## src/rtl/lock_guard_pkg.sv

```systemverilog
// Shared types for the bus-lock legality checker.
// Assumes ModR/M layout: mod in [7:6], reg in [5:3], r/m in [2:0].
package lock_guard_pkg;

    // Outcome of a ruling on one instruction.
    typedef enum logic [1:0] {
        RULE_NONE  = 2'd0,
        RULE_GRANT = 2'd1,
        RULE_TRAP  = 2'd2
    } rule_e;

    // Split view of the addressing byte.
    typedef struct packed {
        logic [1:0] mode;
        logic [2:0] sel;
        logic [2:0] base;
    } addr_byte_t;

    localparam logic [1:0] MODE_REGISTER = 2'b11;

endpackage

```

## src/rtl/lock_map_primary.sv

```systemverilog
// Decides whether a one-byte-map opcode is a lockable read-modify-write form.
// Memory-operand and prefix checks are made elsewhere; this module looks only
// at the opcode byte and the reg field of the addressing byte.
module lock_map_primary #(
    parameter int OP_W  = 8,
    parameter int SEL_W = 3
) (
    input  logic [OP_W-1:0]  op,
    input  logic [SEL_W-1:0] sel,
    output logic             form_ok
);
    localparam int ALU_ROWS = 7;

    logic [ALU_ROWS-1:0] alu_hit;
    logic                imm_hit;
    logic                xchg_hit;
    logic                neg_hit;
    logic                step_hit;

    // One comparator per arithmetic row: memory-destination byte or word form.
    for (genvar g = 0; g < ALU_ROWS; g++) begin : g_alu_row
        localparam logic [OP_W-1:0] ROW_BASE = OP_W'(g * 8);
        assign alu_hit[g] = (op[OP_W-1:1] == ROW_BASE[OP_W-1:1]);
    end

    // Group decodes that need the reg field of the addressing byte.
    always_comb begin
        imm_hit  = (op[OP_W-1:2] == 6'b100000) && (sel != 3'd7);
        xchg_hit = (op[OP_W-1:1] == 7'b1000011);
        neg_hit  = (op[OP_W-1:1] == 7'b1111011) && (sel[2:1] == 2'b01);
        step_hit = (op[OP_W-1:1] == 7'b1111111) && (sel[2:1] == 2'b00);
    end

    // Combine all granted families.
    assign form_ok = (|alu_hit) | imm_hit | xchg_hit | neg_hit | step_hit;

endmodule

```

## src/rtl/lock_map_escape.sv

```systemverilog
// Decides whether a two-byte-map opcode is a lockable bit-modify form.
// Plain bit test does not write memory and is never granted.
module lock_map_escape #(
    parameter int OP_W  = 8,
    parameter int SEL_W = 3
) (
    input  logic [OP_W-1:0]  op,
    input  logic [SEL_W-1:0] sel,
    output logic             form_ok
);
    logic reg_form;
    logic imm_form;

    // Register-source bit set, reset and complement.
    always_comb begin
        reg_form = (op == 8'hAB) || (op == 8'hB3) || (op == 8'hBB);
    end

    // Immediate-source bit group; reg 5..7 modify memory, reg 4 only tests.
    always_comb begin
        imm_form = (op == 8'hBA) && (sel >= 3'd5);
    end

    assign form_ok = reg_form | imm_form;

endmodule

```

## src/rtl/lock_judge.sv

```systemverilog
// Merges the map result with the memory-operand and repeat-prefix gates
// into one ruling. Combinational; the result is registered by the caller.
module lock_judge
    import lock_guard_pkg::*;
(
    input  logic       lock_pfx,
    input  logic       rep_pfx,
    input  logic [1:0] mode,
    input  logic       form_ok,
    output rule_e      rule
);
    logic mem_operand;

    // A register-mode operand gives no memory access to lock.
    assign mem_operand = (mode != MODE_REGISTER);

    // Priority: no prefix first, then repeat and operand gates, then the map.
    always_comb begin
        if (!lock_pfx) begin
            rule = RULE_NONE;
        end else if (rep_pfx || !mem_operand || !form_ok) begin
            rule = RULE_TRAP;
        end else begin
            rule = RULE_GRANT;
        end
    end

endmodule

```

## src/rtl/lock_result_reg.sv

```systemverilog
// Holds one ruling for one cycle, with a done pulse that follows each strobe.
// Outputs are zero in any cycle without a ruling.
module lock_result_reg
    import lock_guard_pkg::*;
#(
    parameter int VEC_W     = 8,
    parameter int FAULT_NUM = 6
) (
    input  logic             clk,
    input  logic             rst_n,
    input  logic             strobe,
    input  rule_e            rule,
    output logic             lock_en,
    output logic             fault,
    output logic [VEC_W-1:0] fault_vec,
    output logic             done
);
    localparam logic [VEC_W-1:0] VEC_VAL = VEC_W'(FAULT_NUM);

    // Capture the ruling on the strobe and clear it otherwise.
    always_ff @(posedge clk) begin
        if (!rst_n) begin
            done      <= 1'b0;
            lock_en   <= 1'b0;
            fault     <= 1'b0;
            fault_vec <= '0;
        end else begin
            done      <= strobe;
            lock_en   <= strobe && (rule == RULE_GRANT);
            fault     <= strobe && (rule == RULE_TRAP);
            fault_vec <= (strobe && (rule == RULE_TRAP)) ? VEC_VAL : '0;
        end
    end

endmodule

```

## src/rtl/lock_guard.sv

```systemverilog
// Top of the bus-lock legality checker. Chooses the opcode map, gates on
// operand mode and repeat prefix, and registers the ruling.
// Assumes all inputs are stable and meaningful only while in_valid is high.
module lock_guard
    import lock_guard_pkg::*;
#(
    parameter int OP_W      = 8,
    parameter int VEC_W     = 8,
    parameter int FAULT_NUM = 6
) (
    input  logic             clk,
    input  logic             rst_n,
    input  logic             in_valid,
    input  logic             lock_pfx,
    input  logic             two_byte,
    input  logic [OP_W-1:0]  opcode,
    input  logic [7:0]       modrm,
    input  logic             rep_pfx,
    output logic             lock_en,
    output logic             fault,
    output logic [VEC_W-1:0] fault_vec,
    output logic             done
);
    addr_byte_t ab;
    logic       prim_ok;
    logic       esc_ok;
    logic       form_ok;
    rule_e      rule;
    logic       unused_base;

    assign ab          = addr_byte_t'(modrm);
    assign unused_base = ^ab.base;

    lock_map_primary #(.OP_W(OP_W), .SEL_W(3)) u_prim (
        .op      (opcode),
        .sel     (ab.sel),
        .form_ok (prim_ok)
    );

    lock_map_escape #(.OP_W(OP_W), .SEL_W(3)) u_esc (
        .op      (opcode),
        .sel     (ab.sel),
        .form_ok (esc_ok)
    );

    // Pick the map named by the escape flag.
    assign form_ok = two_byte ? esc_ok : prim_ok;

    lock_judge u_judge (
        .lock_pfx (lock_pfx),
        .rep_pfx  (rep_pfx),
        .mode     (ab.mode),
        .form_ok  (form_ok),
        .rule     (rule)
    );

    lock_result_reg #(.VEC_W(VEC_W), .FAULT_NUM(FAULT_NUM)) u_out (
        .clk       (clk),
        .rst_n     (rst_n),
        .strobe    (in_valid),
        .rule      (rule),
        .lock_en   (lock_en),
        .fault     (fault),
        .fault_vec (fault_vec),
        .done      (done)
    );

endmodule

```

## config.mk

```make
export PLATFORM = sky130hd
export DESIGN_NAME = lock_guard
export DESIGN_NICKNAME = d
export VERILOG_FILES = /design/src/rtl/lock_guard_pkg.sv /design/src/rtl/lock_map_primary.sv /design/src/rtl/lock_map_escape.sv /design/src/rtl/lock_judge.sv /design/src/rtl/lock_result_reg.sv /design/src/rtl/lock_guard.sv
export SDC_FILE = /design/constraint.sdc
export NUM_CORES = 1
export LEC_CHECK = 0
export BUFFER_PORTS_ARGS = -buffer_cell sky130_fd_sc_hd__buf_2
export CAP_MARGIN = 20
export CORE_AREA = 2 2 39 41
export CTS_BUF_LIST = sky130_fd_sc_hd__clkbuf_8
export CTS_CLUSTER_SIZE = 16
export DETAILED_ROUTE_END_ITERATION = 12
export DIE_AREA = 0 0 41 43
export PLACE_DENSITY = 0.64
export SYNTH_ARGS = -nofsm -noshare
export SYNTH_HDL_FRONTEND = slang
export SYNTH_SLANG_ARGS = --single-unit
```

## constraint.sdc

```tcl
create_clock -name clk -period 0.99 [get_ports clk]
set_input_delay 0.1485 -clock clk [delete_from_list [all_inputs] [get_ports clk]]
set_output_delay 0.1485 -clock clk [all_outputs]
set_load 0.05 [all_outputs]
```

==> results list, run 1 <==
- After technology mapping, the gate count stands at 34.
- Setup total negative slack on the finished layout was measured at 0 ns.
- After Yosys synthesis, and, or, nand and nor cells account for 26.51% of the synthesized area.
* Adder and majority cell fraction of the synthesized area: 0%
- At the worst endpoint, the arrival time is 0.79 ns.
- Hold violation total from the final report: 0
- The die is about 43 um tall.
- Part of the Yosys area used for sequential elements: between 20 and 25%
- Ratio of routed vias to standard cells: 4.392
- Cell Int Power: 0.4385 mW
- Run status: finished clean
- Post-Synthesis Mean Instance Area: 7.912 um2
- IR analysis of the VDD net gives a maximum drop of 0.3603 mV.
* First-pass iteration count of the detailed router: 2
- Setup repair after global routing left no endpoint under its margin.
* Power consumption: around 0.64 mW
- The count of nets left with antenna violations once routing finished came out at 0.
- Compared with the post-synthesis result, the final layout area differs by 53.95%.
- Timing analysis after detailed placement gives a worst setup slack of -0.1377 ns.
- The share of total power dissipated in combinational logic is 26.0%.
- Synthesis inferred 3 register bits.
- In this design, the stage delay of the slowest critical-path cell is ~0.32 ns.
- Slowest cell on the critical path: sky130_fd_sc_hd__dfxtp_2
* Layout cell share with drive strength beyond 1: around 50%
- Share of synthesized area spent on multiplexers: 0%
* Standard-cell row count: 14
* Launch point of the worst path: u_out.fault_vec[1]
- The count of pins over their slew limit is 0.
* Critical path endpoint category: output port
- Net switching power figure: 0.2009 mW
- Distinct cells, synth: 18
* Clock share of power: between 50% and 60%
* Routed wire per std cell: 9.068 um
- Per report_power, the sequential group accounts for 20.0% of the total.
- Final std cell area, no fill: around 410 um2
- Starting density of the core: 19.44%
- At the end of routability-driven placement, the weighted congestion stood at slightly below 0.7.
- Global-route wire length before repair: 883 um
* Final worst path period need: 0.9368 ns
- Class of the tightest hold or removal check: input pin to flop
- Min setup slack post-route: 0.05325 ns
* P_leak: roughly 0.22 nW
- Main combinational cell family by area after synthesis: simple AND/OR/NAND/NOR gates
- The first routing iteration left 3 violations.
- Overall die area: 1763 um2
- Yosys printed 0 warnings.
* Source of the worst hold timing path: lock_pfx
- Along the worst path, the maximum fanout reaches 3.
- Number of nets in the finished design: 81
- Number of buffer cells added on primary ports: 23
- Total global routing track utilization: 8.200%
- For the worst setup path, the data required time is 0.84 ns.
- Final WL: 671 um
* Clock sinks: 3
- Ant diodes: 0
* Count of final setup violators: 0
* # IOs: 33
- Summing the areas of all xor and xnor instances in the mapped netlist gives 3.256% of the synthesized area.
- Clock-pin slew was measured on the worst setup and hold paths at 0.03 ns.
- Crit start category: flop
- Die outline width: 41 um
- Hold is met by 0.1620 ns.
* Number of antenna violations at the first check in global routing: 0
- Of the total power, the share spent switching nets is 31.42%.
* DRC violation count after routing: 0
* Synth Area in Compound Gates: 24.19%
- Clock root buffer: sky130_fd_sc_hd__clkbuf_8
- The via count of the first global-routing pass was 246.
* Fmax achieved: 1068 MHz
- Maximum clock insertion buffer count: 2
- Number of max-capacitance violations reported: 0
- After detailed placement, the total cell area comes to 364.1 um2.
- Overflow left after global routing: 0
- The worst setup path is of the flop to output port kind.
- TritonCTS built the clock tree.
- On the critical path the largest part of the delay comes from flip-flops.
- Final cycle utilization of the critical path: 94.62%
- TritonCTS buffer count: 3
- P per Cell Area: 1544 nW/um2
* Worst Path Buf+Inv: 1
- Post-CTS repair timing setup buffer count: 0
- Hold buffers post-CTS: 0
* Largest net degree at the start of global routing: 6
- Cell area after synthesis: 269.0 um2
* Via count: 325
- Maximum level of the CTS H-tree: 1
- Walking the worst path, the cells encountered are buf_2.
* Area of the placeable core: 1384 um2
- After clock tree synthesis, the repair step resized 0 gates.
==> state kept, by name (all words and copies together) (netlist names) <==
name / count
u_out.fault_vec: 1
u_out.done: 1
u_out.lock_en: 1
==> metrics by stage <==
step / cells / util [%]
floorplan: 39 / -
finish: 74 / 29.93
global placement: 70 / 26.31
CTS: 74 / 29.57
global route: 74 / 29.93
detailed placement: 70 / 26.31
==> kinds of logic after synthesis <==
kind of cell | after synthesis
other | 1
and+or+nand+nor | 11
DFF | 3
xor gates and xnor gates | 1
AOI/OAI and AO/OA | 10
buffers and inverters | 8
==> per-layer routing <==
layer / routed length (um) / track usage (%) / up-vias
met5: 0 / 0 / -
met3: 110 / 3.141 / 4
met1: 242 / 7.937 / 134
met4: 33 / 10.00 / 0
met2: 284 / 11.25 / 27
li1: - / - / 160
==> synthesized netlist by cell type <==
| cell type | n | share of area (%) |
|---|---|---|
| sky130_fd_sc_hd__buf_4 | 8 | 22 |
| sky130_fd_sc_hd__a31oi_1 | 3 | 7.0 |
| sky130_fd_sc_hd__o31ai_1 | 1 | 2.8 |
| sky130_fd_sc_hd__and4_1 | 1 | 3.3 |
| sky130_fd_sc_hd__o2111a_1 | 1 | 4.2 |
| sky130_fd_sc_hd__and2_1 | 1 | 2.3 |
| sky130_fd_sc_hd__a21oi_1 | 3 | 5.6 |
| sky130_fd_sc_hd__o21ai_0 | 1 | 1.9 |
| sky130_fd_sc_hd__nand4b_1 | 1 | 3.3 |
| sky130_fd_sc_hd__and4b_1 | 1 | 3.7 |
| sky130_fd_sc_hd__and3_1 | 2 | 4.7 |
| sky130_fd_sc_hd__xor2_1 | 1 | 3.3 |
| sky130_fd_sc_hd__dfxtp_1 | 3 | 22 |
| sky130_fd_sc_hd__nor3_2 | 1 | 3.7 |
| sky130_fd_sc_hd__o211ai_1 | 1 | 2.8 |
| sky130_fd_sc_hd__nand2_1 | 1 | 1.4 |
| sky130_fd_sc_hd__conb_1 | 1 | 1.4 |
| sky130_fd_sc_hd__nor2_1 | 3 | 4.2 |
==> cell usage in the layout, fill, tap and decap left out, types with 2 or more instances in the layout <==
cell / Yosys / layout
sky130_fd_sc_hd__buf_2: 0 / 23
sky130_fd_sc_hd__conb_1: 1 / 6
sky130_fd_sc_hd__a21oi_1: 3 / 3
sky130_fd_sc_hd__nor2_1: 3 / 3
sky130_fd_sc_hd__a31oi_1: 3 / 3
sky130_fd_sc_hd__clkbuf_8: 0 / 3
sky130_fd_sc_hd__and3_1: 2 / 2
sky130_fd_sc_hd__dfxtp_1: 3 / 2
==> tightest hold or removal path, cell delays in order <==
cell and delay (ns):
sky130_fd_sc_hd__buf_2 0.10, sky130_fd_sc_hd__nand2_1 0.05, sky130_fd_sc_hd__a31oi_1 0.04
==> area by class of cell <==
type / count / area (um2)
fillers: 147 / 969.7
multi-input cells: 28 / 172.7
repair buffers: 23 / 115.1
flip-flops and latches: 3 / 61.31
clock buffers: 3 / 41.29
well taps: 16 / 20.02
clock inverters: 1 / 3.754
==> path summary, 6_finish.rpt <==
| path | to | slack [ns] | cells after the start |
|---|---|---|---|
| max | fault | 0.05 | 1 |
| min | u_out.fault_vec[1] | 0.16 | 3 |
==> power groups by stage <==
| stage | sequential, mW | combinational (mW) | clock [mW] |
|---|---|---|---|
| 2_1_floorplan | 0.145 | 0.112 | 0 |
| 3_3_place_gp | 0.129 | 0.162 | 0 |
| 3_5_place_dp | 0.129 | 0.164 | 0 |
| 4_1_cts | 0.128 | 0.164 | 0.354 |
| 5_1_grt | 0.129 | 0.179 | 0.361 |
| 6_report | 0.128 | 0.166 | 0.345 |
Note: power is estimated with default switching activity, not from simulation.
==> inputs of run 2 (changes only) <==
--- a/config.mk
+++ b/config.mk
@@ -14,2 +14,3 @@
 export DIE_AREA = 0 0 41 43
+export GPL_TIMING_DRIVEN = 0
 export PLACE_DENSITY = 0.64
--- a/constraint.sdc
+++ b/constraint.sdc
@@ -3,2 +3,2 @@
 set_output_delay 0.1485 -clock clk [all_outputs]
-set_load 0.05 [all_outputs]
+set_load 0.005 [all_outputs]
==> run 2 against run 1 <==
Compared with the run above: sequential share of layout area fell by 2.0 points; via count grew 8.3%; combinational power down 31%; critical endpoint is now fault_vec[1]; highest routed layer unchanged; clock power barely moved; critical path type unchanged; non-clock buffer count increased by 8.
==> results list, run 2 (same netlist as run 1, synthesis figures left out) <==
- Vias in the first global route: 277
- Via count: 352
- In the routed design, unresolved DRC markers number 0.
- # IOs: 33
* Routed wire per std cell: 8.195 um
* Die outline width: 41 um
* Gr busiest metal: met2
- The design draws 0.5906 mW.
- IR analysis of the VDD net gives a maximum drop of 0.2804 mV.
* Total of cells resized after clock tree synthesis: 0
- STA puts the critical path data arrival time at between 0.7 and 0.8 ns.
- Number of nets in the finished design: 89
- Fmax achieved: 1105 MHz
* Maximum level of the CTS H-tree: 1
* Critical path's top delay family: flip-flops
* Global routing usage on met1: approximately 8.6%
- TritonCTS built the clock tree.
- Buffers inserted during clock tree synthesis total 3.
- The first global-routing pass estimated 993 um of wire.
- Setup repair after global routing missed its margin: no
* Layout area overhead: 73.95%
- After clock tree synthesis, the clock-pin slew on the worst setup and hold paths is 0.03 ns.
- STA classifies the critical path endpoint as an output port.
* Number of max-capacitance violations reported: 0
* Largest registers in the final layout: u_out.done x1, u_out.fault_vec x1, u_out.lock_en x1
- Layout cell share with drive strength beyond 1: 53.03%
- P_leak: 0.2647 nW
* Class of the tightest hold or removal check: input pin to flop
- Post-detailed-placement cell area: 422.9 um2
- P per Cell Area: 1262 nW/um2
- Classification of the worst setup path: flop to output port
* Starting density of the core: about a fifth
- Remaining antenna violation count: 0
- Crit start category: flop
- Number of antenna violations at the first check in global routing: 0
* Standard-cell row count: 14
* Post-CTS repair timing setup buffer count: 0
- The core region is between 1000 and 1500 um2.
- The count of pins over their slew limit came to 0.
- In this run the deepest clock path goes through 2 buffers.
- In the finished design, the share of the clock period the worst path needs comes to about nine tenths.
* Final WL: 672 um
- The slowest stage of the critical path belongs to the cell sky130_fd_sc_hd__dfxtp_1.
- Highest-count cells in the layout ignoring fill and taps: 23 x sky130_fd_sc_hd__buf_2, 8 x sky130_fd_sc_hd__buf_4, 6 x sky130_fd_sc_hd__conb_1
- Critical Path Max Stage Delay: 0.30 ns
* Final std cell area, no fill: 467.9 um2
- Global routing used between 10% and 20% of the available met2 tracks.
- Largest net degree at the start of global routing: 6
* Total global routing track utilization: under 10%
* Final std cells w/o fill: 82
- Met3 demand-to-capacity share in global routing: 3.665%
* Overflow left after global routing: 0
- The flow ran to the end, and the final reports show no timing, DRC or antenna violations.
- Dividing the detail-routed via count by the number of cells gives 4.293.
- Overall die area: 1763 um2
* Detailed Route Iter0 Violations: 2
* First-pass iteration count of the detailed router: 4
- Final weighted congestion of routability-driven global placement: 0.6455
* Ant diodes: 0
- Number of buffer cells added on primary ports: 23
- Most common cell after layout, fill and taps aside: sky130_fd_sc_hd__buf_2
- Hold buffers post-CTS: 0
- Of all nets on the critical path, the largest fanout is 3.
- Measured along the y axis, the die boundary spans 43 um.
- Setup violations remaining at the end of the flow were counted as 0.
- Worst Path Buf+Inv: 2
* Clock sinks: 3
- Clock root buffer: sky130_fd_sc_hd__clkbuf_8
* Hold violation total from the final report: 0
- Dpl cells: 78
- Worst path required time: ~0.84 ns
- Traced cell by cell, the critical path runs through buf_4, buf_2.
* Final worst path period need: 0.9048 ns
- Utilization after layout: 33.82%
run 2: cell types whose count changed in the layout (fill, tap and decap cells not counted), sizes merged:
| cell | change |
|---|---|
| buf | +8 |
run 2: through the flow:
stage / hold slack, ns / setup WS [ns] / TNS [ns]
global route: 0.1797 / 0.03609 / 0
floorplan: 0.2647 / 0.1186 / 0
finish: 0.1689 / 0.08523 / 0
global placement: 0.3916 / -0.07113 / -0.1195
CTS: 0.1682 / 0.07631 / 0
detailed placement: 0.3948 / -0.09820 / -0.1718
run 2: per-layer routing:
layer,share of wire [%],wire length [um]
met4,3.6,24
met2,43,292
met5,0,0
met3,19,127
met1,34,227
run 2: path summary, 6_finish.rpt:
| path | from | endpoint | slack (ns) | depth (start not counted) |
|---|---|---|---|---|
| hold / removal | lock_pfx | u_out.fault_vec[1] | 0.17 | 3 |
| setup / recovery | u_out.fault_vec[1] | fault_vec[1] | 0.09 | 2 |
run 2: layout make-up:
type / count / area, um2
Fill cell: 152 / 915.9
Multi-Input combinational cell: 28 / 167.7
Timing Repair Buffer: 23 / 115.1
Sequential cell: 3 / 60.06
Buffer: 8 / 60.06
Clock buffer: 3 / 41.29
Tap cell: 16 / 20.02
Clock inverter: 1 / 3.754
run 2: power by group:
part / internal [mW] / total [mW] / switching [mW]
Combinational: 0.0654 / 0.115 / 0.0496
Clock: 0.264 / 0.348 / 0.0839
Sequential: 0.126 / 0.127 / 0.00141
